<file path="src/rtl/bx_fetch_seq.sv">
module bx_fetch_seq #(
  parameter int ADDR_W = 32
) (
  input  logic              clk,
  input  logic              rst,
  input  logic              start,
  input  logic [ADDR_W-1:0] cur_pc,
  input  logic              cur_state,
  input  logic [ADDR_W-1:0] reg_val,
  output logic [ADDR_W-1:0] bus_addr,
  output logic [1:0]        bus_size,
  output logic              bus_wr_n,
  output logic              bus_req_n,
  output logic              bus_seq,
  output logic              bus_opc_n,
  output logic              bus_state,
  output logic              busy,
  output logic              done,
  output logic [ADDR_W-1:0] next_pc,
  output logic              next_state
);

  typedef enum logic [1:0] {PH_IDLE, PH_PRE, PH_TGT, PH_NXT} phase_t;

  phase_t            ph_q;
  logic [ADDR_W-1:0] pc_q, dest_q;
  logic              old_q, new_q;

  logic [ADDR_W-1:0] step_old2, step_new, step_new2, dest_d;

  assign step_old2 = {{(ADDR_W-4){1'b0}}, ~old_q, old_q, 2'b00};
  assign step_new  = {{(ADDR_W-3){1'b0}}, ~new_q, new_q, 1'b0};
  assign step_new2 = {{(ADDR_W-4){1'b0}}, ~new_q, new_q, 2'b00};
  assign dest_d    = reg_val[0] ? {reg_val[ADDR_W-1:1], 1'b0}
                                : {reg_val[ADDR_W-1:2], 2'b00};

  always_ff @(posedge clk) begin
    if (rst) begin
      ph_q       <= PH_IDLE;
      pc_q       <= '0;
      dest_q     <= '0;
      old_q      <= 1'b0;
      new_q      <= 1'b0;
      done       <= 1'b0;
      next_pc    <= '0;
      next_state <= 1'b0;
    end else begin
      done <= 1'b0;
      case (ph_q)
        PH_IDLE: if (start) begin
          ph_q   <= PH_PRE;
          pc_q   <= cur_pc;
          old_q  <= cur_state;
          new_q  <= reg_val[0];
          dest_q <= dest_d;
        end
        PH_PRE:  ph_q <= PH_TGT;
        PH_TGT:  ph_q <= PH_NXT;
        default: begin
          ph_q       <= PH_IDLE;
          done       <= 1'b1;
          next_pc    <= dest_q + step_new2;
          next_state <= new_q;
        end
      endcase
    end
  end

  assign busy      = (ph_q != PH_IDLE);
  assign bus_req_n = ~busy;
  assign bus_opc_n = ~busy;
  assign bus_wr_n  = 1'b0;
  assign bus_seq   = (ph_q == PH_TGT) || (ph_q == PH_NXT);

  always_comb begin
    case (ph_q)
      PH_PRE: begin
        bus_addr  = pc_q + step_old2;
        bus_size  = old_q ? 2'd1 : 2'd2;
        bus_state = old_q;
      end
      PH_TGT: begin
        bus_addr  = dest_q;
        bus_size  = new_q ? 2'd1 : 2'd2;
        bus_state = new_q;
      end
      PH_NXT: begin
        bus_addr  = dest_q + step_new;
        bus_size  = new_q ? 2'd1 : 2'd2;
        bus_state = new_q;
      end
      default: begin
        bus_addr  = '0;
        bus_size  = 2'd0;
        bus_state = next_state;
      end
    endcase
  end

endmodule

</file>
<file path="config.mk">
export PLATFORM = sky130hd
export DESIGN_NAME = bx_fetch_seq
export DESIGN_NICKNAME = d
export VERILOG_FILES = /design/src/rtl/bx_fetch_seq.sv
export SDC_FILE = /design/constraint.sdc
export NUM_CORES = 1
export LEC_CHECK = 0
export BUFFER_PORTS_ARGS = -buffer_cell sky130_fd_sc_hd__buf_4
export CAP_MARGIN = 20
export CORE_ASPECT_RATIO = 0.9
export CORE_UTILIZATION = 40
export DETAILED_ROUTE_END_ITERATION = 10
export GPL_TIMING_DRIVEN = 0
export PLACE_DENSITY = 0.66
export SETUP_SLACK_MARGIN = 0.1
export SYNTH_ARGS = -nofsm -noshare
export SYNTH_HDL_FRONTEND = slang
export SYNTH_SLANG_ARGS = --single-unit
</file>
<file path="constraint.sdc">
create_clock -name clk -period 5.9 [get_ports clk]
set_input_delay 0.295 -clock clk [delete_from_list [all_inputs] [get_ports clk]]
set_output_delay 0.295 -clock clk [all_outputs]
set_load 0.01 [all_outputs]
</file>
-- After elaboration in Yosys (flattened, before gate mapping)
Index checks and enable logic that the tools add are counted.
Widths: inputs -> output; s select.
- bits in registers: 102
- input port bits: 68
- output and inout bits: 74
- word-level logic and storage cells: 33
- add/sub/neg operators: 3
- equal/unequal tests: 4
- muxes and demuxes: 9
- bitwise logic cells: 3
- reductions and logical operators: 6
- operators by type and width (cell ; count):
    $pmux 32 s3 ; 1
    $add 32x4->32 ; 2
    $add 32x3->32 ; 1
    $mux 2 ; 4
    $pmux 2 s3 ; 1
    $eq 2x2->1 const B ; 2
    $pmux 2 s2 ; 1
    $not 1->1 ; 3
    $reduce_or 3->1 ; 1
    $eq 2x1->1 const B ; 1
    $logic_not 2->1 ; 1
    $ne 2x2->1 const B ; 1
    $pmux 1 s2 ; 1
    $reduce_and 2->1 ; 1
    $reduce_bool 2->1 ; 1
    $reduce_or 2->1 ; 1
    $logic_or 1x1->1 ; 1
    $mux 1 ; 1

-- Longest topological paths before layout
- word-level depth: 3
- mapped depth: 8
- mapped depth without buffers: 8

-- Worst setup path after synthesis
Ideal clock, no wire load.
- path type: reg-to-output
- start point: register new_q
- end point: output port bus_addr[29]
- arrival time: 2523 ps
- data required time: 5605 ps
- setup slack: 3082 ps
- cell stages (with the launch flop): 9
- buffers on the path: 0
- cell sequence: dfxtp_1 > ha_1 > inv_1 > fa_1 > nand3b_2 > nor4_4 > nand4_2 > or3b_1 > o211ai_1
- longest elaborated chain between the ends: 3
- RTL lines (element ; RTL line ; source):
    start, declared ; 27 ; logic old_q, new_q;
    start signal, assigned ; 54 ; new_q <= reg_val[0];
    $not 1->1 ; 32 ; assign step_new = {{(ADDR_W-3){1'b0}}, ~new_q, new_q, 1'b0};
    $add 32x3->32 * ; 88 ; bus_addr = dest_q + step_new;
    $pmux 32 s3 * ; 76 ; case (ph_q)
    end, declared ; 10 ; output logic [ADDR_W-1:0] bus_addr,
Every way passes the cells marked *; elsewhere a longest branch is shown, timed or not.

-- Worst setup path in the final report
Same ends and word-level chain as after synthesis.

==> out/results.txt <==
outcome - finished, final reports clean
post-synthesis cell count - 791
Crit Path Max Fanout - 10
register area - 2000 sq um
final setup margin - 2090 ps
dpl cells - 1128
total wire length - 19.2 mm
final net count - 1022
Seq/Total Area, Yosys - 0.330
number of flops mapped to enable cells by yosys - 0
Worst R2R Start - new_q
Hold Crit Endpoint - pc_q[21]
Design Power - 0.00187 W
WP data arrival - 3520 ps
clk sink count - 100
mean post-synth cell area - 7.67 sq um
later-pin clock latency in the skew report - 360 ps
GRT Overall Usage - 0.248
PD cells - 244 nW/um^2
Wirelength per Cell - 16.8 um
Synth top area share - 0.330
Clock transition at path regs - 60 ps
layout cells sized above 1 - 0.200
Setup WS pre-CTS - 2540 ps
Final Cycle Share - 0.647
Rel. slew slack - 0.461
Hold Vio Cnt, Final - 0
Pins Over Slew Limit - 0
R2R setup slack - 3350 ps
fin cells - 1143
height of the die - 119 um
# IOs - 142
Buf/Inv on CP - 2
TritonCTS Buffers - 9
Slowest Stage Delay on Critical Path - 670 ps
gpl congestion - 0.904
WS Path Type - reg -> out
CTS Buffer Depth - 2
Post-CTS Setup Bufs - 0
yosys warns - 0
final setup violation count - 0
critical path startpoint - new_q
Multi-input gate area - 3640 sq um
Hold Crit Class - in -> reg
Highest Clock Rate - 262 MHz
Placeable Area - 14800 sq um
CTS tree - yes
Starting Density - 0.411
Async SR Flop Fraction - 0
antenna-violating nets left - 0
synthesized flop and latch total - 100
hold path depth - 3
Max-Cap Viols - 0
reg-to-reg endpoint - next_pc[28]
CP top delay family - simple AND/OR/NAND/NOR gates
initial antenna violation count - 0
cell depth of the worst flop-to-flop path - 7
vias per cell - 5.47
unrepaired setup endpoints after global routing - no
HPWL after DPL - 14.5 mm
Post-synth top flop - dfxtp_1
main area contributors after synthesis - dfxtp_1, nand2_1, a21oi_1, xor2_1, nor2_1
number of port buffers - 138
first-pass GRT wire length - 30.4 mm
ANT cells - 0
post-CTS resize count - 0
Horiz. Die Dim - 132 um
CTS root buffer - clkbuf_16
H-tree levels - 3
Worst Path Required - 5610 ps
Residual DRC - 0
Fillers - 1491
final setup TNS - 0 ps
CTS Hold Buffers Added - 0
Setup crit start kind - flop
drt initial violations - 513
vias in the first global route - 5562
Layout area overhead - 25.9%
most frequent cells in the layout - nand2_1, buf_4, dfxtp_1
largest net degree at the start of global routing - 15
cell depth of the worst setup path - 9
crit-path cells - ha_1 -> inv_1 -> fa_1 -> nand3b_2 -> nor4_4 -> nand4_2 -> or3b_1 -> o211ai_1 -> buf_4
Crit-path slowest cell - nor4_4
hold_sp - cur_pc[21]
Cell Rows - 42
Synth area leader - dfxtp_1
grt ovf - 0
worst-margin pin slew - 802 ps
leakage - 2.93 nW
Die ar. - 15700 sq um
Setup crit end kind - output pin
Vias - 6255
skew final - 8.34 ps
synthesized area - 6070 sq um
post-synthesis cell type count - 59
post-layout min period - 3810 ps
commonest non-fill, non-tap cell in the layout - nand2_1
DRT Pass-1 Iters - 7
Max VDD drop - 0.000155 V
cell families (layout without fill, tap and decap cells):
| logic type | after synthesis | after routing | share of synthesized area |
|---|---|---|---|
| AND/OR/NAND/NOR | 360 | 360 | 0.296 |
| AO/OA/AOI/OAI | 170 | 170 | 0.181 |
| flip-flops | 100 | 100 | 0.330 |
| buffers and inverters | 85 | 238 | 0.0707 |
| XOR/XNOR | 57 | 57 | 0.0823 |
| adder cells (fa/ha/maj) | 13 | 13 | 0.0305 |
| multiplexers | 5 | 5 | 0.00845 |
| other | 1 | 2 | 0.000618 |
worst min-delay path, delay by kind of cell:
kind	cells	cell delay [ps]
and+or+nand+nor	1	40
buffers and inverters	1	110
AOI/OAI and AO/OA	1	50
layout make-up:
class / count / area share
inverter: 19 / 0.00933
timing repair buffer: 138 / 0.136
multi-input combinational: 607 / 0.477
sequential: 100 / 0.262
tap: 198 / 0.0324
clock buffer: 13 / 0.0327
clock inverter: 2 / 0.00458
buffer: 66 / 0.0468
synthesized netlist by cell type, types with 7 or more instances:
| cell | instances |
|---|---|
| nand2_1 | 169 |
| dfxtp_1 | 100 |
| a21oi_1 | 76 |
| nor2_1 | 62 |
| clkbuf_1 | 38 |
| xor2_1 | 36 |
| nand3_1 | 29 |
| a211oi_1 | 26 |
| nand4_1 | 22 |
| xnor2_1 | 21 |
| inv_1 | 18 |
| o21ai_0 | 18 |
| nor3_1 | 14 |
| a222oi_1 | 13 |
| buf_6 | 10 |
| ha_1 | 10 |
| a41oi_1 | 9 |
| and3_1 | 8 |
| buf_4 | 8 |
| a31oi_1 | 7 |
| nor2b_1 | 7 |
| nor4_1 | 7 |
per-layer routing:
layer  global-route usage  share of wire  vias to the layer above
met2                0.363           0.43                      270
li1                     -              -                     3090
met4               0.0981          0.026                        0
met3               0.0502          0.078                       32
met1                0.355           0.47                     2863
met5                    0              0                        -
flip-flops by register name (all words and copies together) (netlist names):
register    count
pc_q           32
dest_q         31
next_pc        31
ph_q            2
done            1
new_q           1
next_state      1
old_q           1
stage by stage:
stage          cell area (sq um)   util  hold slack [ps]
3_3_place_gp                7360  0.498              442
2_1_floorplan               6070      -              431
5_1_grt                     7640  0.518              173
6_report                    7640  0.518              182
3_5_place_dp                7360  0.498              446
4_1_cts                     7640  0.518              177
report_power, final:
group | switching, W | internal [W]
Sequential | 0.0000635 | 0.000732
Clock | 0.000254 | 0.000338
Combinational | 0.000287 | 0.000192
how the worst max path moves through the flow:
stage                   endpoint  slack [ps]
finish              bus_addr[29]        2090
global route        bus_addr[29]        1950
CTS                 bus_addr[29]        2140
detailed placement  bus_addr[29]        2540
global placement    bus_addr[29]        2550
floorplan           bus_addr[29]        3080
Note: power is estimated with default switching activity, not from simulation.
